<file path="config.mk">
export PLATFORM = sky130hd
export DESIGN_NAME = dram_addr_norm
export DESIGN_NICKNAME = d
export VERILOG_FILES = /design/src/rtl/dram_norm_pkg.sv /design/src/rtl/dram_hash_cfg.sv /design/src/rtl/dram_bank_unhash.sv /design/src/rtl/dram_pc_unhash.sv /design/src/rtl/dram_na_pack.sv /design/src/rtl/dram_addr_norm.sv
export SDC_FILE = /design/constraint.sdc
export NUM_CORES = 1
export LEC_CHECK = 0
export BUFFER_PORTS_ARGS = -buffer_cell sky130_fd_sc_hd__buf_2
export CAP_MARGIN = 30
export CORE_UTILIZATION = 25
export CTS_BUF_LIST = sky130_fd_sc_hd__clkbuf_4 sky130_fd_sc_hd__clkbuf_8 sky130_fd_sc_hd__clkbuf_16
export CTS_CLUSTER_DIAMETER = 120
export DETAILED_ROUTE_END_ITERATION = 8
export GPL_ROUTABILITY_DRIVEN = 0
export PLACE_DENSITY = 0.4
export SLEW_MARGIN = 30
export SYNTH_ARGS = -nofsm -noshare
export SYNTH_HDL_FRONTEND = slang
export SYNTH_SLANG_ARGS = --single-unit
</file>
<file path="constraint.sdc">
create_clock -name clk_i -period 3 [get_ports clk_i]
set_input_delay 0.15 -clock clk_i [delete_from_list [all_inputs] [get_ports clk_i]]
set_output_delay 0.15 -clock clk_i [all_outputs]
set_load 0.05 [all_outputs]
</file>
<file path="src/rtl/dram_norm_pkg.sv">
`timescale 1ns/1ps
package dram_norm_pkg;
  localparam int COL_W    = 5;
  localparam int BANK_W   = 4;
  localparam int ROW_W    = 15;
  localparam int SID_W    = 2;
  localparam int IN_W     = 28;
  localparam int NA_W     = 31;
  localparam int NA_ROW_W = 14;
  localparam int CFG_W    = 32;
  localparam int SEL_W    = 3;
  localparam int BMASK_W  = 6;
  localparam int EXT_W    = SID_W + 1 + BANK_W;

  localparam int COL_LSB  = 1;
  localparam int BANK_LSB = COL_LSB + COL_W;
  localparam int ROW_LSB  = BANK_LSB + BANK_W;
  localparam int PC_BIT   = ROW_LSB + ROW_W;
  localparam int SID_LSB  = PC_BIT + 1;

  localparam int CMASK_LSB = 1;
  localparam int RMASK_LSB = 14;

  localparam int SEL_PC    = BANK_W;
  localparam int SEL_BMASK = BANK_W + 1;

  typedef struct packed {
    logic             en;
    logic [COL_W-1:0] col_m;
    logic [ROW_W-1:0] row_m;
  } hash_t;

  typedef struct packed {
    logic [SID_W-1:0]  sid;
    logic              pc;
    logic [ROW_W-1:0]  row;
    logic [BANK_W-1:0] bank;
    logic [COL_W-1:0]  col;
  } dram_f_t;

  function automatic hash_t unpack_hash(logic [CFG_W-1:0] r);
    hash_t h;
    h.en    = r[0];
    h.col_m = r[CMASK_LSB +: COL_W];
    h.row_m = r[RMASK_LSB +: ROW_W];
    return h;
  endfunction

  function automatic dram_f_t split_addr(logic [IN_W-1:0] a);
    dram_f_t f;
    f.col  = a[COL_LSB  +: COL_W];
    f.bank = a[BANK_LSB +: BANK_W];
    f.row  = a[ROW_LSB  +: ROW_W];
    f.pc   = a[PC_BIT];
    f.sid  = a[SID_LSB  +: SID_W];
    return f;
  endfunction
endpackage

</file>
<file path="src/rtl/dram_hash_cfg.sv">
`timescale 1ns/1ps
module dram_hash_cfg
  import dram_norm_pkg::*;
#(
  parameter int NB = BANK_W
) (
  input  logic                clk_i,
  input  logic                rst_ni,
  input  logic                we_i,
  input  logic [SEL_W-1:0]    sel_i,
  input  logic [CFG_W-1:0]    wdata_i,
  output hash_t [NB-1:0]      bank_hash_o,
  output hash_t               pc_hash_o,
  output logic [BMASK_W-1:0]  bmask_o
);
  // only mask bits that can meet a field are stored
  logic unused_wbits;
  assign unused_wbits = ^{wdata_i[CFG_W-1:RMASK_LSB+ROW_W],
                          wdata_i[RMASK_LSB-1:CMASK_LSB+COL_W]};

  for (genvar i = 0; i < NB; i++) begin : g_bank
    hash_t r_q;
    always_ff @(posedge clk_i or negedge rst_ni) begin
      if (!rst_ni)                          r_q <= '0;
      else if (we_i && sel_i == SEL_W'(i))  r_q <= unpack_hash(wdata_i);
    end
    assign bank_hash_o[i] = r_q;
  end

  hash_t               pc_q;
  logic [BMASK_W-1:0]  bm_q;

  always_ff @(posedge clk_i or negedge rst_ni) begin
    if (!rst_ni) begin
      pc_q <= '0;
      bm_q <= '0;
    end else if (we_i) begin
      if (sel_i == SEL_W'(SEL_PC))    pc_q <= unpack_hash(wdata_i);
      if (sel_i == SEL_W'(SEL_BMASK)) bm_q <= wdata_i[BMASK_W-1:0];
    end
  end

  assign pc_hash_o = pc_q;
  assign bmask_o   = bm_q;
endmodule

</file>
<file path="src/rtl/dram_bank_unhash.sv">
`timescale 1ns/1ps
module dram_bank_unhash
  import dram_norm_pkg::*;
#(
  parameter int NB = BANK_W
) (
  input  logic [COL_W-1:0]  col_i,
  input  logic [ROW_W-1:0]  row_i,
  input  logic [NB-1:0]     bank_i,
  input  hash_t [NB-1:0]    hash_i,
  output logic [NB-1:0]     bank_o
);
  for (genvar i = 0; i < NB; i++) begin : g_bit
    logic flip;
    assign flip = hash_i[i].en &
                  ((^(col_i & hash_i[i].col_m)) ^ (^(row_i & hash_i[i].row_m)));
    assign bank_o[i] = bank_i[i] ^ flip;
  end
endmodule

</file>
<file path="src/rtl/dram_pc_unhash.sv">
`timescale 1ns/1ps
module dram_pc_unhash
  import dram_norm_pkg::*;
(
  input  logic [COL_W-1:0]   col_i,
  input  logic [ROW_W-1:0]   row_i,
  input  logic [BANK_W-1:0]  bank_i,
  input  logic [SID_W-1:0]   sid_i,
  input  logic               pc_i,
  input  hash_t              hash_i,
  input  logic [BMASK_W-1:0] bmask_i,
  output logic               pc_o
);
  logic [EXT_W-1:0] ext_bank;
  logic [EXT_W-1:0] ext_mask;
  logic             par;

  // stack rides above the bank; mask is narrower than the vector
  assign ext_bank = {sid_i, 1'b0, bank_i};
  assign ext_mask = {{(EXT_W-BMASK_W){1'b0}}, bmask_i};
  assign par  = (^(col_i & hash_i.col_m)) ^ (^(row_i & hash_i.row_m)) ^
                (^(ext_bank & ext_mask));
  assign pc_o = pc_i ^ (hash_i.en & par);
endmodule

</file>
<file path="src/rtl/dram_na_pack.sv">
`timescale 1ns/1ps
module dram_na_pack
  import dram_norm_pkg::*;
(
  input  logic [COL_W-1:0]    col_i,
  input  logic [NA_ROW_W-1:0] row_i,
  input  logic [BANK_W-1:0]   bank_i,
  input  logic [SID_W-1:0]    sid_i,
  input  logic                pc_i,
  output logic [NA_W-1:0]     na_o
);
  assign na_o = {sid_i, row_i, col_i[4], bank_i[1:0], bank_i[3:2],
                 col_i[3:2], pc_i, col_i[1:0], 5'b0};
endmodule

</file>
<file path="src/rtl/dram_addr_norm.sv">
`timescale 1ns/1ps
module dram_addr_norm
  import dram_norm_pkg::*;
(
  input  logic              clk_i,
  input  logic              rst_ni,
  input  logic              cfg_we_i,
  input  logic [SEL_W-1:0]  cfg_sel_i,
  input  logic [CFG_W-1:0]  cfg_wdata_i,
  input  logic              in_valid_i,
  output logic              in_ready_o,
  input  logic [IN_W-1:0]   in_addr_i,
  output logic              out_valid_o,
  input  logic              out_ready_i,
  output logic [NA_W-1:0]   out_addr_o
);
  dram_f_t              f;
  hash_t [BANK_W-1:0]   bank_hash;
  hash_t                pc_hash;
  logic [BMASK_W-1:0]   bmask;
  logic [BANK_W-1:0]    bank_un;
  logic                 pc_un;
  logic [NA_W-1:0]      na;
  logic                 accept;
  logic                 out_valid_q;
  logic [NA_W-1:0]      out_addr_q;
  logic                 unused_lsb;

  assign f          = split_addr(in_addr_i);
  assign unused_lsb = in_addr_i[0];

  dram_hash_cfg #(.NB(BANK_W)) u_cfg (
    .clk_i       (clk_i),
    .rst_ni      (rst_ni),
    .we_i        (cfg_we_i),
    .sel_i       (cfg_sel_i),
    .wdata_i     (cfg_wdata_i),
    .bank_hash_o (bank_hash),
    .pc_hash_o   (pc_hash),
    .bmask_o     (bmask)
  );

  dram_bank_unhash #(.NB(BANK_W)) u_bank (
    .col_i  (f.col),
    .row_i  (f.row),
    .bank_i (f.bank),
    .hash_i (bank_hash),
    .bank_o (bank_un)
  );

  dram_pc_unhash u_pc (
    .col_i   (f.col),
    .row_i   (f.row),
    .bank_i  (bank_un),
    .sid_i   (f.sid),
    .pc_i    (f.pc),
    .hash_i  (pc_hash),
    .bmask_i (bmask),
    .pc_o    (pc_un)
  );

  dram_na_pack u_pack (
    .col_i  (f.col),
    .row_i  (f.row[NA_ROW_W-1:0]),
    .bank_i (bank_un),
    .sid_i  (f.sid),
    .pc_i   (pc_un),
    .na_o   (na)
  );

  assign in_ready_o = !out_valid_q || out_ready_i;
  assign accept     = in_valid_i && in_ready_o;

  always_ff @(posedge clk_i or negedge rst_ni) begin
    if (!rst_ni) begin
      out_valid_q <= 1'b0;
      out_addr_q  <= '0;
    end else if (accept) begin
      out_valid_q <= 1'b1;
      out_addr_q  <= na;
    end else if (out_ready_i) begin
      out_valid_q <= 1'b0;
    end
  end

  assign out_valid_o = out_valid_q;
  assign out_addr_o  = out_addr_q;
endmodule

</file>
==> results.cfg, run 1 <==
[run_status]
status = finished, final reports clean

[detailed_routing]
drc = 0
via_per_inst = 4.27
routedWlPerCell_microns = 17.6
final_antenna_net_count = 0
drtIter0Drc = 161
routed_wl_mm = 17.6
vias = 4267
drt_first_pass_iters = 4

[hold_path]
min-delay-start = cfg_wdata_i[18]
min_path_cells = 2
min_path_type = input port to flip-flop

[global_route]
grt_pass1_vias = 4489
grt_overflow = 0
antenna_found_initial = 0
grt_max_degree = 71
track_usage_pct = 14.0
grt_pass1_wl_mm = 27.0

[timing]
tightest_slew_ns = 0.687
rsz0062_at_grt = yes
final.setup.tns_ns = 0
skew_ns = 0.00922
setup_viol = 0
hold_violations = 0
period_share_pct = 98.4
hold_ws_ns = 0.0234
maxSlewViolCount = 0
fmax_ghz = 0.339
period_minus_slack_ns = 2.95
slew_headroom_pct = 54.2

[floorplan]
coreArea_sq_um = 25500
start_util_pct = 25.7
rows = 58
io_pins = 101
die_h_microns = 164
dieArea_sq_um = 26800
fp.dieW_microns = 164

[placement]
portBuffers = 83
place_area_sq_um = 7600
dp_hpwl_mm = 12.5

[worst_setup_path]
r2r_start = u_cfg.bank_hash_o[13]
crit_path_start = in_addr_i[23]
end_kind = flip-flop
cp_max_fo = 3
worstPathRequired_ns = 3.35
endpoint = out_addr_o[7]
r2r_cells = 12
reg2reg_setup_slack_ns = 0.07
start_kind = input port
worstSetupPathType = input port to flip-flop
r2r-end = out_addr_o[7]
cp.arrival_ns = 3.30

[cells_and_area]
area_growth_pct = 27.7
fin_util_pct = 32.8
fin_area_sq_um = 8360
num_antenna_cells = 0
drive_gt1_share_pct = 45.4
final_nets = 724

[synthesis]
syn_area_per_cell_sq_um = 12.5
synth.largest_area_cell = dfrtp_1
yosys_warnings = 0
synth.distinct_cells = 31
syn_inst = 526
synth_top_cell_area_share_pct = 52.4
synth-seq-area-share_pct = 52.4
ys_ff_latch = 137
syn_area_sq_um = 6550
ys_top_cells_by_area = dfrtp_1 (52%), mux2_2 (22%), xnor2_1 (8.8%)

[clock_tree]
cts-buffers-inserted = 17
cts.path.max_buffers = 2
cts_tree = done
cts-root-buf = clkbuf_16
htreeDepth = 4
clk_pin_slew_ns = 0.06
post_cts_buffers = 0
clk_latency_ns = 0.42
clock_sinks = 137

[pwr]
leakagePower_nw = 3.64
powerDensity_nw_per_um2 = 887
ir_worst_vdd_mv = 0.400

[run]
max_cap_viol_count = 0
==> sequential cells by signal, summed over array words and instances (netlist names) <==
signal             flops
out_valid_o            1
out_addr_o            26
u_cfg.bmask_o          5
u_cfg.bank_hash_o     84
u_cfg.pc_hash_o       21
==> layout by cell type (no fill, tap or decap), types with 3 or more instances in the layout <==
master         count
mux2_2           128
xnor3_1            3
nor3_2             3
conb_1             5
inv_6              3
o21ai_0            6
nand2_1          106
nand2b_1           5
dfrtp_1          137
nand2_2            4
xnor2_2            7
inv_1              3
xor2_1            17
xnor2_1           61
dlygate4sd3_1      6
xor2_2             4
bufinv_16          4
buf_2             82
clkinv_2           4
buf_4             35
clkbuf_16         17
==> kinds of logic after synthesis <==
kind of cell / after synthesis / synth area share [%]
flops: 137 / 52.4
mux: 128 / 22.0
buf+inv: 20 / 1.43
xor+xnor: 95 / 14.3
other cells: 1 / 0.0573
compound gates: 17 / 1.60
simple gates: 128 / 8.25
==> Yosys cell counts, drive strengths merged <==
| master | n |
|---|---|
| xnor3 | 5 |
| a21boi | 2 |
| nand2 | 110 |
| a31oi | 1 |
| buf | 7 |
| clkbuf | 10 |
| inv | 3 |
| nand4b | 2 |
| nand2b | 5 |
| xnor2 | 69 |
| nor2 | 1 |
| xor2 | 21 |
| o31a | 2 |
| o21a | 2 |
| conb | 1 |
| and2 | 1 |
| dfrtp | 137 |
| mux2 | 128 |
| o21ai | 10 |
| or3 | 1 |
| nor3 | 4 |
| and3b | 2 |
| nor3b | 2 |
==> layer usage <==
metal	share of wire [%]	vias to the layer above	GRT usage [%]
li1	-	2011	-
met1	48	2169	19.0
met5	0	-	0
met4	0.83	0	3.41
met3	3.3	12	3.26
met2	48	75	22.5
==> where the power goes <==
group | leakage [nW] | internal [W] | switching [W]
clock | 0.304 | 0.00139 | 0.000847
sequential | 1.64 | 0.00225 | 0.000192
combinational | 1.71 | 0.00136 | 0.00137
total | 3.64 | 0.00500 | 0.00241
==> metrics by stage <==
step | total power [W] | setup slack [ns] | std cells
after floorplan | 0.00437 | 0.388 | 530
after global placement | 0.00512 | -0.103 | 961
after detailed placement | 0.00517 | -0.105 | 961
after CTS | 0.00751 | 0.00933 | 999
after global routing | 0.00784 | -0.0863 | 999
final | 0.00742 | 0.0465 | 999
==> final cells by class <==
class                   count  area [sq um]
fillers                  2575         17100
well taps                 330           413
inverters                   3          11.3
multi-input cells         373          3140
repair buffers            124           744
clock inverters            15           199
clock buffers              17           425
flip-flops and latches    137          3430
==> critical path: stages <==
cell	delay, ns
dlygate4sd3_1	0.53
buf_2	0.14
nand2_1	0.09
xor2_1	0.22
xnor2_1	0.18
xnor3_1	0.39
xnor2_1	0.16
buf_4	0.15
o21a_1	0.19
o21ai_2	0.16
xnor3_2	0.34
xnor2_1	0.15
or3_1	0.30
a31oi_1	0.16
==> worst min path at each step <==
stage                                        to  slack [ns]
after detailed placement         out_addr_o[30]        0.21
after CTS                  u_cfg.bank_hash_o[4]       0.003
after floorplan                  out_addr_o[10]       -0.15
after global placement           out_addr_o[10]        0.21
after global routing      u_cfg.bank_hash_o[25]        0.02
final                        u_cfg.pc_hash_o[4]        0.02
==> repair_timing <==
action,in CTS,in global routing
gates resized for setup,10,5
hold buffers,6,0
endpoints found under the hold margin,72,0
pin swaps,5,4
endpoints found under the setup margin,1,1
Power figures use the tool's default switching activity.
==> run 2: changes to the inputs <==
--- a/config.mk
+++ b/config.mk
@@ -7,12 +7,12 @@
 export LEC_CHECK = 0
 export BUFFER_PORTS_ARGS = -buffer_cell sky130_fd_sc_hd__buf_2
 export CAP_MARGIN = 30
-export CORE_UTILIZATION = 25
+export CORE_UTILIZATION = 40
 export CTS_BUF_LIST = sky130_fd_sc_hd__clkbuf_4 sky130_fd_sc_hd__clkbuf_8 sky130_fd_sc_hd__clkbuf_16
 export CTS_CLUSTER_DIAMETER = 120
 export DETAILED_ROUTE_END_ITERATION = 8
 export GPL_ROUTABILITY_DRIVEN = 0
-export PLACE_DENSITY = 0.4
+export PLACE_DENSITY = 0.58
 export SLEW_MARGIN = 30
 export SYNTH_ARGS = -nofsm -noshare
 export SYNTH_HDL_FRONTEND = slang
==> results.cfg, run 2 (same netlist as run 1, synthesis figures left out) <==
[worst_setup_path]
cp_max_fo = 2
worstPathRequired_ns = 3.34
end_kind = flip-flop
path_cells = nand2_2 -> xor2_1 -> xnor2_1 -> xnor3_2 -> xnor2_2 -> o21a_1 -> o21ai_2 -> xnor3_2 -> xnor2_1 -> or3_1 -> a31oi_1
start_kind = flip-flop
worstSetupPathType = flip-flop to flip-flop
cp.arrival_ns = 3.21
critical_path.slowest_cell = xnor3_2
crit_path_max_incr_delay_ns = 0.49

[pwr]
p_sw_w = 0.00233
seqPwrFrac_pct = 34.1
p_total_w = 0.00718
powerDensity_nw_per_um2 = 899
p_sw_share_pct = 32.5
leakagePower_nw = 3.50
p_int_w = 0.00485
pwr-share-comb_pct = 36.8
ir_worst_vdd_mv = 0.410
p_clk_share_pct = 29.1

[clock_tree]
cts-buffers-inserted = 17
cts-root-buf = clkbuf_16
clk_pin_slew_ns = 0.06
htreeDepth = 4
clk_latency_ns = 0.42
clock_sinks = 137
cts.path.max_buffers = 2
post_cts_buffers = 0
cts_tree = done

[detailed_routing]
drt_first_pass_iters = 4
drtIter0Drc = 123
via_per_inst = 4.83
routed_wl_mm = 15.0
final_antenna_net_count = 0
vias = 4154
drc = 0
routedWlPerCell_microns = 17.4

[timing]
rsz0062_at_grt = no
final.setup.tns_ns = 0
setup_viol = 0
period_share_pct = 95.6
hold_violations = 0
fmax_ghz = 0.349
tightest_slew_ns = 0.494
hold_ws_ns = 0.0132
maxSlewViolCount = 0
period_minus_slack_ns = 2.87
slew_headroom_pct = 66.8
skew_ns = 0.00297

[placement]
dp_hpwl_mm = 10.5
portBuffers = 83

[cells_and_area]
area_growth_pct = 22.0
final_nets = 699
seq_area_sq_um = 3430
num_antenna_cells = 0
final_cell_mix = dfrtp_1 (137), mux2_2 (128), nand2_1 (104)
drive_gt1_share_pct = 44.1
layout_commonest_cell = dfrtp_1
fill_cells = 1462
multi_input_area_sq_um = 3140
largest_reg_flops = 84

[global_route]
grt_overflow = 0
track_usage_pct = 19.7
grt_max_degree = 51
grt_pass1_vias = 4350
antenna_found_initial = 0
grt_pass1_wl_mm = 24.0

[floorplan]
rows = 46
fp.dieW_microns = 130
coreArea_sq_um = 15900
die_h_microns = 130
start_util_pct = 41.1
dieArea_sq_um = 16900
io_pins = 101

[run]
max_cap_viol_count = 0

[hold_path]
min_path_type = input port to flip-flop

[run_status]
status = finished, final reports clean
-- run 2: area by class of cell --
cell class | count | share of cell area [%]
sequential | 137 | 42.9
multi-input combinational | 373 | 39.2
timing repair buffer | 99 | 6.90
clock buffer | 18 | 5.50
tap | 216 | 3.38
clock inverter | 14 | 1.94
inverter | 3 | 0.141
-- run 2: per-layer routing --
layer / up-vias / track usage [%] / wire length (microns)
li1: 1963 / - / -
met5: - / 0 / 0
met2: 93 / 31.1 / 7080
met1: 2080 / 27.1 / 7130
met4: 0 / 6.98 / 227
met3: 18 / 3.94 / 557
-- run 2: worst max-delay path, delay by kind of cell, from the launching register on --
kind	cells	cell delay (ns)
xor gates and xnor gates	6	1.54
AOI/OAI and AO/OA	3	0.46
DFF	1	0.39
and+or+nand+nor	2	0.39
-- run 2: timing repair --
item                                    CTS  global route
endpoints found under the hold margin    50             0
gates resized for setup                   0            18
hold buffers                              4             0
endpoints found under the setup margin    0             1
-- run 2: path summary, 6_finish.rpt --
path | from | endpoint | slack, ns | depth (start not counted)
min in group asynchronous | rst_ni | out_addr_o[7] | 0.25 | 2
worst min-delay path | in_addr_i[25] | out_addr_o[7] | 0.01 | 3
max in group asynchronous | rst_ni | u_cfg.bank_hash_o[18] | 1.94 | 3
worst max register to register | u_cfg.bank_hash_o[47] | out_addr_o[7] | 0.13 | 11
worst min register to register | out_addr_o[10] | out_addr_o[10] | 0.48 | 2
worst max-delay path | u_cfg.bank_hash_o[47] | out_addr_o[7] | 0.13 | 11
-- run 2: stage by stage --
step           cell area [sq um]  utilization, %  setup WS (ns)  instances
2_1_floorplan               6560               -          0.388        530
3_3_place_gp                7280            45.7          0.107        824
3_5_place_dp                7280            45.7         0.0302        824
4_1_cts                     7920            49.7        0.00550        860
5_1_grt                     7990            50.1        0.00936        860
6_report                    7990            50.1          0.132        860
-- run 2: power by group through the flow --
stage               logic [W]  clock network (W)  registers, W
CTS                   0.00252            0.00215       0.00245
global route          0.00284            0.00222       0.00250
global placement      0.00246                  0       0.00245
floorplan             0.00167                  0       0.00270
detailed placement    0.00251                  0       0.00248
finish                0.00264            0.00209       0.00245
==> run 3: changes to the inputs <==
--- a/config.mk
+++ b/config.mk
@@ -7,12 +7,12 @@
 export LEC_CHECK = 0
 export BUFFER_PORTS_ARGS = -buffer_cell sky130_fd_sc_hd__buf_2
 export CAP_MARGIN = 30
-export CORE_UTILIZATION = 40
+export CORE_UTILIZATION = 51
 export CTS_BUF_LIST = sky130_fd_sc_hd__clkbuf_4 sky130_fd_sc_hd__clkbuf_8 sky130_fd_sc_hd__clkbuf_16
 export CTS_CLUSTER_DIAMETER = 120
 export DETAILED_ROUTE_END_ITERATION = 8
 export GPL_ROUTABILITY_DRIVEN = 0
-export PLACE_DENSITY = 0.58
+export PLACE_DENSITY = 0.74
 export SLEW_MARGIN = 30
 export SYNTH_ARGS = -nofsm -noshare
 export SYNTH_HDL_FRONTEND = slang
==> constraint.sdc (replaced) <==
create_clock -name clk_i -period 2.5 [get_ports clk_i]
set_input_delay 0.125 -clock clk_i [delete_from_list [all_inputs] [get_ports clk_i]]
set_output_delay 0.125 -clock clk_i [all_outputs]
set_load 0.05 [all_outputs]
==> results.cfg, run 3 (same netlist as run 1, synthesis figures left out) <==
[run_status]
status = finished with violations
violations = negative setup slack

[hold_path]
min_path_type = input port to flip-flop

[placement]
dp.cells = 799
dp_hpwl_mm = 10.7
portBuffers = 83

[timing]
tightest_slew_ns = 0.646
maxSlewViolCount = 0
final.setup.tns_ns = -0.339
period_minus_slack_ns = 2.84
setup_viol = 1
slew_headroom_pct = 57.0
fin_ws_ns = -0.339
skew_ns = 0.00330
period_share_pct = 114
fmax_ghz = 0.352
rsz0062_at_grt = yes
hold_violations = 0

[worst_setup_path]
cp.arrival_ns = 3.18
worstSetupPathType = flip-flop to flip-flop
worstPathRequired_ns = 2.84
end_kind = flip-flop
cp_max_fo = 2
start_kind = flip-flop

[floorplan]
die_h_microns = 115
dieArea_sq_um = 13300
coreArea_sq_um = 12600
rows = 41
start_util_pct = 52.1
fp.dieW_microns = 115
io_pins = 101

[clock_tree]
clk_latency_ns = 0.42
cts-buffers-inserted = 17
cts.path.max_buffers = 2
cts-root-buf = clkbuf_16
htreeDepth = 4
clock_sinks = 137
clk_pin_slew_ns = 0.06
cts_tree = done
post_cts_buffers = 0

[run]
max_cap_viol_count = 0

[detailed_routing]
via_per_inst = 5.25
vias = 4406
routedWlPerCell_microns = 18.4
drtIter0Drc = 180
routed_wl_mm = 15.5
drc = 0
drt_first_pass_iters = 5
final_antenna_net_count = 0

[cells_and_area]
fin_util_pct = 65.0
final_nets = 723
num_antenna_cells = 0
area_growth_pct = 24.7
drive_gt1_share_pct = 43.7
instances_no_fill = 840
final_cell_mix = dfrtp_1 (137), mux2_2 (128), nand2_1 (108)
largest_reg_flops = 84
layout_commonest_cell = dfrtp_1

[global_route]
grt_max_degree = 69
grt_overflow = 0
antenna_found_initial = 0
grt_pass1_wl_mm = 24.6
track_usage_pct = 25.6
grt_pass1_vias = 4578

[pwr]
leakagePower_nw = 3.64
powerDensity_nw_per_um2 = 1090
ir_worst_vdd_mv = 0.593
==> run 3: routing by layer <==
layer,track usage (%),share of wire [%],vias up
li1,-,-,2018
met1,32.4,43,2225
met2,43.2,50,127
met3,4.96,4.3,36
met4,10.4,2.6,0
met5,0,0,-
==> run 3: final cells by class <==
type,count,area (sq um)
Multi-Input combinational cell,373,3100
Clock buffer,19,453
Fill cell,964,4400
Tap cell,172,215
Sequential cell,137,3430
Inverter,3,11.3
Timing Repair Buffer,123,757
Clock inverter,13,199
==> run 3: repair_timing <==
item	CTS	global route
hold buffers	9	0
resized for setup	2	4
endpoints found under the setup margin	1	1
hold endpoints to repair	82	0
pin swaps	3	2
cloned	0	0
==> run 3: worst paths after layout <==
kind                                        from                    end  slack [ns]  cells past startpoint
max                        u_cfg.bank_hash_o[56]          out_addr_o[7]       -0.34                     11
min                              cfg_wdata_i[22]  u_cfg.bank_hash_o[71]       0.004                      2
max reg2reg                u_cfg.bank_hash_o[56]          out_addr_o[7]       -0.34                     11
min reg2reg                       out_addr_o[10]         out_addr_o[10]        0.48                      2
max in group asynchronous                 rst_ni  u_cfg.bank_hash_o[25]        1.49                      3
min in group asynchronous                 rst_ni         out_addr_o[24]        0.26                      2
==> run 3: where the power goes <==
part / internal [W] / switching [W]
clock: 0.00181 / 0.000943
combinational: 0.00158 / 0.00159
sequential: 0.00270 / 0.000247
total: 0.00610 / 0.00278
==> run 3: worst max-delay path, cell delays in order, from the launching register on <==
cell and delay [ns]:
dfrtp_1 0.35, nand2_1 0.11, xnor2_2 0.17, xnor2_1 0.21, xnor3_1 0.39, xnor2_1 0.17
o21a_1 0.19, o21ai_1 0.14, xnor3_2 0.43, xnor2_1 0.15, or3_1 0.30, a31oi_1 0.15
==> run 3: per-stage QoR <==
step | hold slack (ns) | cell area (sq um) | setup WS (ns) | power (W)
after floorplan | -0.171 | 6560 | -0.0808 | 0.00525
after global placement | 0.157 | 7380 | -0.278 | 0.00594
after detailed placement | 0.170 | 7380 | -0.350 | 0.00606
after CTS | 0.000101 | 8140 | -0.368 | 0.00890
after global routing | 0.00265 | 8170 | -0.465 | 0.00927
final | 0.00396 | 8170 | -0.339 | 0.00887
